[config.mk]
export PLATFORM = sky130hd
export DESIGN_NAME = pc_sequencer
export DESIGN_NICKNAME = d
export VERILOG_FILES = /design/src/rtl/pcseq_pkg.sv /design/src/rtl/pcseq_decode.sv /design/src/rtl/pcseq_target.sv /design/src/rtl/pcseq_reg.sv /design/src/rtl/pc_sequencer.sv
export SDC_FILE = /design/constraint.sdc
export NUM_CORES = 1
export LEC_CHECK = 0
export ABC_AREA = 1
export CORE_AREA = 8 8 106 108
export CTS_CLUSTER_SIZE = 10
export DETAILED_ROUTE_END_ITERATION = 7
export DIE_AREA = 0 0 114 116
export DONT_BUFFER_PORTS = 1
export HOLD_SLACK_MARGIN = 0.12
export PLACE_DENSITY = 0.74
export SLEW_MARGIN = 20
export SYNTH_ARGS = -nofsm -noshare
export SYNTH_HDL_FRONTEND = slang
export SYNTH_HIERARCHICAL = 1
export SYNTH_SLANG_ARGS = --single-unit
[constraint.sdc]
create_clock -name clk -period 4.66 [get_ports clk]
set_input_delay 0.932 -clock clk [delete_from_list [all_inputs] [get_ports clk]]
set_output_delay 0.932 -clock clk [all_outputs]
set_load 0.005 [all_outputs]
[src/rtl/pcseq_pkg.sv]
// Shared types for the next-PC unit: flow-control kind and opcode values.
package pcseq_pkg;
    typedef enum logic [1:0] {
        FLOW_SEQ   = 2'd0,
        FLOW_BREQ  = 2'd1,
        FLOW_BRNE  = 2'd2,
        FLOW_JUMP  = 2'd3
    } flow_e;

    localparam logic [5:0] OPC_JUMP = 6'd2;
    localparam logic [5:0] OPC_BREQ = 6'd4;
    localparam logic [5:0] OPC_BRNE = 6'd5;
endpackage

[src/rtl/pcseq_decode.sv]
// Classifies the instruction by its opcode and resolves whether it redirects.
// Assumes the operands are valid in the same cycle as the instruction.
module pcseq_decode
    import pcseq_pkg::*;
#(
    parameter int XLEN   = 32,
    parameter int OPC_LO = 26
) (
    input  logic [XLEN-1:0] instr,
    input  logic [XLEN-1:0] src_a,
    input  logic [XLEN-1:0] src_b,
    output flow_e           kind,
    output logic            taken
);
    logic [5:0] opc;
    logic       same;

    assign opc  = instr[OPC_LO +: 6];
    assign same = (src_a == src_b);

    // Map opcode to flow kind.
    always_comb begin
        unique case (opc)
            OPC_JUMP: kind = FLOW_JUMP;
            OPC_BREQ: kind = FLOW_BREQ;
            OPC_BRNE: kind = FLOW_BRNE;
            default:  kind = FLOW_SEQ;
        endcase
    end

    // Decide whether the flow kind leaves the sequential path.
    always_comb begin
        unique case (kind)
            FLOW_JUMP: taken = 1'b1;
            FLOW_BREQ: taken = same;
            FLOW_BRNE: taken = !same;
            default:   taken = 1'b0;
        endcase
    end
endmodule

[src/rtl/pcseq_target.sv]
// Forms the sequential, branch and jump addresses and selects the next PC.
// Assumes instructions are word aligned, so offsets and indices are word counts.
module pcseq_target
    import pcseq_pkg::*;
#(
    parameter int XLEN    = 32,
    parameter int OFS_W   = 16,
    parameter int IDX_W   = 26
) (
    input  logic [XLEN-1:0] pc_cur,
    input  logic [XLEN-1:0] instr,
    input  flow_e           kind,
    input  logic            taken,
    output logic [XLEN-1:0] pc_next
);
    localparam int STEP  = 4;
    localparam int HI_W  = XLEN - IDX_W - 2;

    logic [XLEN-1:0] seq_addr;
    logic [XLEN-1:0] br_disp;
    logic [XLEN-1:0] br_addr;
    logic [XLEN-1:0] jmp_addr;

    // Sequential address, sign-scaled branch displacement and targets.
    always_comb begin
        seq_addr = pc_cur + XLEN'(STEP);
        br_disp  = {{(XLEN-OFS_W-2){instr[OFS_W-1]}}, instr[OFS_W-1:0], 2'b00};
        br_addr  = seq_addr + br_disp;
        jmp_addr = {seq_addr[XLEN-1 -: HI_W], instr[IDX_W-1:0], 2'b00};
    end

    // Choose the next PC from the resolved flow kind.
    always_comb begin
        if (!taken)
            pc_next = seq_addr;
        else if (kind == FLOW_JUMP)
            pc_next = jmp_addr;
        else
            pc_next = br_addr;
    end
endmodule

[src/rtl/pcseq_reg.sv]
// Holds the program counter; synchronous active-low reset to a vector.
module pcseq_reg #(
    parameter int              XLEN     = 32,
    parameter logic [XLEN-1:0] RESET_PC = '0
) (
    input  logic            clk,
    input  logic            rst_n,
    input  logic            adv_en,
    input  logic [XLEN-1:0] pc_next,
    output logic [XLEN-1:0] pc_q
);
    // Load the reset vector or advance when enabled.
    always_ff @(posedge clk) begin
        if (!rst_n)
            pc_q <= RESET_PC;
        else if (adv_en)
            pc_q <= pc_next;
    end
endmodule

[src/rtl/pc_sequencer.sv]
// Top of the next-PC unit: decode, target selection and PC register.
// Assumes register operands are read in the same cycle as the instruction.
module pc_sequencer
    import pcseq_pkg::*;
#(
    parameter logic [31:0] RESET_PC = 32'h0000_0000
) (
    input  logic        clk,
    input  logic        rst_n,
    input  logic        adv_en,
    input  logic [31:0] instr,
    input  logic [31:0] src_a,
    input  logic [31:0] src_b,
    output logic [31:0] pc,
    output logic        redirect
);
    localparam int XLEN = 32;

    flow_e           kind;
    logic            taken;
    logic [XLEN-1:0] pc_next;

    pcseq_decode #(.XLEN(XLEN), .OPC_LO(26)) u_dec (
        .instr (instr),
        .src_a (src_a),
        .src_b (src_b),
        .kind  (kind),
        .taken (taken)
    );

    pcseq_target #(.XLEN(XLEN), .OFS_W(16), .IDX_W(26)) u_tgt (
        .pc_cur  (pc),
        .instr   (instr),
        .kind    (kind),
        .taken   (taken),
        .pc_next (pc_next)
    );

    pcseq_reg #(.XLEN(XLEN), .RESET_PC(RESET_PC)) u_reg (
        .clk     (clk),
        .rst_n   (rst_n),
        .adv_en  (adv_en),
        .pc_next (pc_next),
        .pc_q    (pc)
    );

    assign redirect = taken;
endmodule

==> results by group <==
Status
  • Status: finished, final reports clean

Timing
  • Total negative slack: 0 ns
  • Unrepaired setup endpoints after global routing: false
  • Period utilisation layout: ~76%
  • Slew @ Worst Pin: about 0.65 ns
  • Skew final: 0.0158 ns
  • Crit path time final: 3.53 ns
  • Final Hold Viols: 0
  • Setup violators final: 0
  • Fmax: approximately 0.28 GHz
  • Max-slew headroom: between 50% and 60%
  • Max Slew Vio Count: 0

Routing
  • ANT nets after route: 0
  • Met2 routed WL: 7.83 mm
  • Iteration count of the initial detailed-routing pass: 5
  • Via count: 6169
  • DRC Markers: 0
  • M1 WL: between 7 and 8 mm
  • DR WL/cell: 14.7 um
  • Top Layer Used: met4
  • DR WL met3: around 1.5 mm
  • Avg Vias per Cell: 5.22
  • Initial DRC Count: about 540
  • Final wirelength: 17.4 mm

Cells and area
  • Multi-input gate area: between 0.004 and 0.005 mm2
  • Layout cell share with drive strength beyond 1: under 10%
  • Fin nets: 1185
  • Fillers: 1056
  • Biggest register: u_reg/pc_q
  • Most frequent cells in the layout: nand2_1, inv_1, nor2_1
  • Biggest regs: u_reg/pc_q x32
  • Layout area overhead: 3.30%
  • Fin cells: ~1200
  • Register area: roughly 640 um2
  • Max reg flops: 32
  • Commonest non-fill, non-tap cell in the layout: nand2_1
  • # diodes: 0

Global routing
  • Gr ovfl total: 0
  • First-pass GRT wire length: 27.5 mm
  • Antenna violations before repair: 0
  • Maximum number of pins on one net before global-route repair: 65
  • Total GRT Usage: 25.9%
  • Vias in the first global route: 5595

Synth
  • Syn Area/Cell: 5.28 um2
  • Asr flop ratio synth: 0%
  • Post-synth EDFFs: 0
  • Syn. warnings: 6
  • Synth Register Bits: 32
  • Syn Nets: 1193
  • Synth area leader: nand2_1
  • Post-Syn Instances: 1056
  • Synth top area share: 28.2%
  • Post-synth cell types: 36
  • Mapped Area: 0.00557 mm2
  • Seq/Total Area, Yosys: between 10% and 20%
  • Largest cells by area after synthesis: nand2_1, inv_1, dfxtp_1
  • Primary FF master, synth: dfxtp_1

Worst setup path
  • Worst path max stage delay: 0.56 ns
  • Crit path cell chain: ha_1, inv_1, nor2_4, nand2_1, nor2_1, nand2_1, nand2_1, inv_1, ha_1, nand2_1, nor2_1, nand3_1, nand3b_1, nand2_1, nand2_1, nand2_1, nand3_1, nand2_1, inv_1, nand2_1, nand2_1, nor2_1
  • Startpoint Class: register
  • Crit end category: register
  • Crit path max-delay cell type: dfxtp_1
  • Top Family by Delay on Critical Path: simple AND/OR/NAND/NOR gates
  • Critical path fanouts, max: 8
  • Worst path required time: between 4 and 5 ns
  • WS Path Type: reg -> reg
  • Critical path arrival: about 3.7 ns
  • CP most frequent cell: nand2_1
  • WP buf/inv: 3

Place
  • Port bufs: 0
  • RePlAce Congestion: about 0.97
  • Placed Cells: 1174
  • DP HPWL: 14.5 mm

Worst hold path
  • Hold Crit Class: reg -> reg

Pwr
  • Worst VDD drop: ~0.19 mV
  • Pwr Density: 181 mW/mm2
  • P_leak: 3.19 nW

Die
  • Die Wd: 114 um
  • Die area: 0.0132 mm2
  • # IOs: 132
  • FP Rows: 36
  • Die height: approximately 120 um
  • Initial core utilization: 58.4%
  • Core area: 0.00955 mm2

Clocking
  • H-tree levels: 2
  • Clk buf depth: 2
  • Clk_lat worst skew: ~0.3 ns
  • CTS Buf Count: 5
  • Clk slew on worst S/H paths: approximately 0.080 ns
  • CTS resizes: 0
  • Post-CTS Hold Fix Bufs: 0
  • Clk sinks: 32
  • Setup Fix Bufs, Post-CTS: 0
  • Root buffer cell: clkbuf_8
  • TritonCTS clock tree: built

Flow run
  • Max-cap violations: 0
[cell usage after synthesis, drive strengths merged, types with 6 or more instances]
cell    number
nand4        9
ha          37
nor3        17
nand3b       8
inv        177
a21oi       28
o211ai       6
nand3       63
a21o         7
o21ai       15
dfxtp       32
buf         13
xnor2       32
nand2      425
o21bai       9
xor2        13
nor2       151
[final cells by class]
type	instances	share of cell area [%]
Multi-Input combinational cell	829	71.9
Inverter	178	11.6
Clock buffer	7	1.67
Timing Repair Buffer	2	0.261
Tap cell	133	2.89
Clock inverter	1	0.522
Sequential cell	32	11.1
[per-layer routing]
layer | track usage [%] | up-vias
li1 | - | 3210
met1 | 32.2 | 2653
met2 | 43.4 | 270
met3 | 5.16 | 36
met4 | 9.58 | 0
met5 | 0 | -
[report_power, final]
part           internal, mW  switching (mW)  leakage (nW)
clock network         0.189           0.112        0.0645
registers             0.292          0.0386         0.265
logic                 0.156           0.252          2.86
total                 0.637           0.402          3.19
[worst paths after layout]
| path | slack, ns | endpoint | depth (start not counted) | startpoint |
|---|---|---|---|---|
| max | 1.13 | u_reg/pc_q[22] | 22 | u_reg/pc_q[2] |
| min | 0.52 | u_reg/pc_q[0] | 2 | u_reg/pc_q[0] |
| max reg2reg | 1.13 | u_reg/pc_q[22] | 22 | u_reg/pc_q[2] |
| min reg2reg | 0.52 | u_reg/pc_q[0] | 2 | u_reg/pc_q[0] |
[cell families (layout without fill, tap and decap cells)]
logic type               count (synthesis)  in the layout  share of synthesized area [%]
AO/OA/AOI/OAI                           68             68                           7.43
XOR/XNOR                                45             45                           7.34
AND/OR/NAND/NOR                        678            678                           50.9
adder cells (fa/ha/maj)                 38             38                           8.66
buffers and inverters                  195            188                           14.2
flip-flops                              32             32                           11.5
[stage by stage]
step	total power [mW]	area [um2]	hold WS (ns)	setup WS (ns)	util (%)
floorplan	0.659	5570	0.478	1.89	-
global placement	0.732	5630	0.504	1.14	59.0
detailed placement	0.735	5630	0.512	1.10	59.0
CTS	1.04	5760	0.522	1.23	60.3
global route	1.12	5760	0.564	0.843	60.3
finish	1.04	5760	0.518	1.13	60.3
[tightest hold or removal path: cells and delay by family, from the launching register on]
kind	cells	cell delay, ns
DFF	1	0.34
and+or+nand+nor	2	0.14
Power figures use the tool's default switching activity.
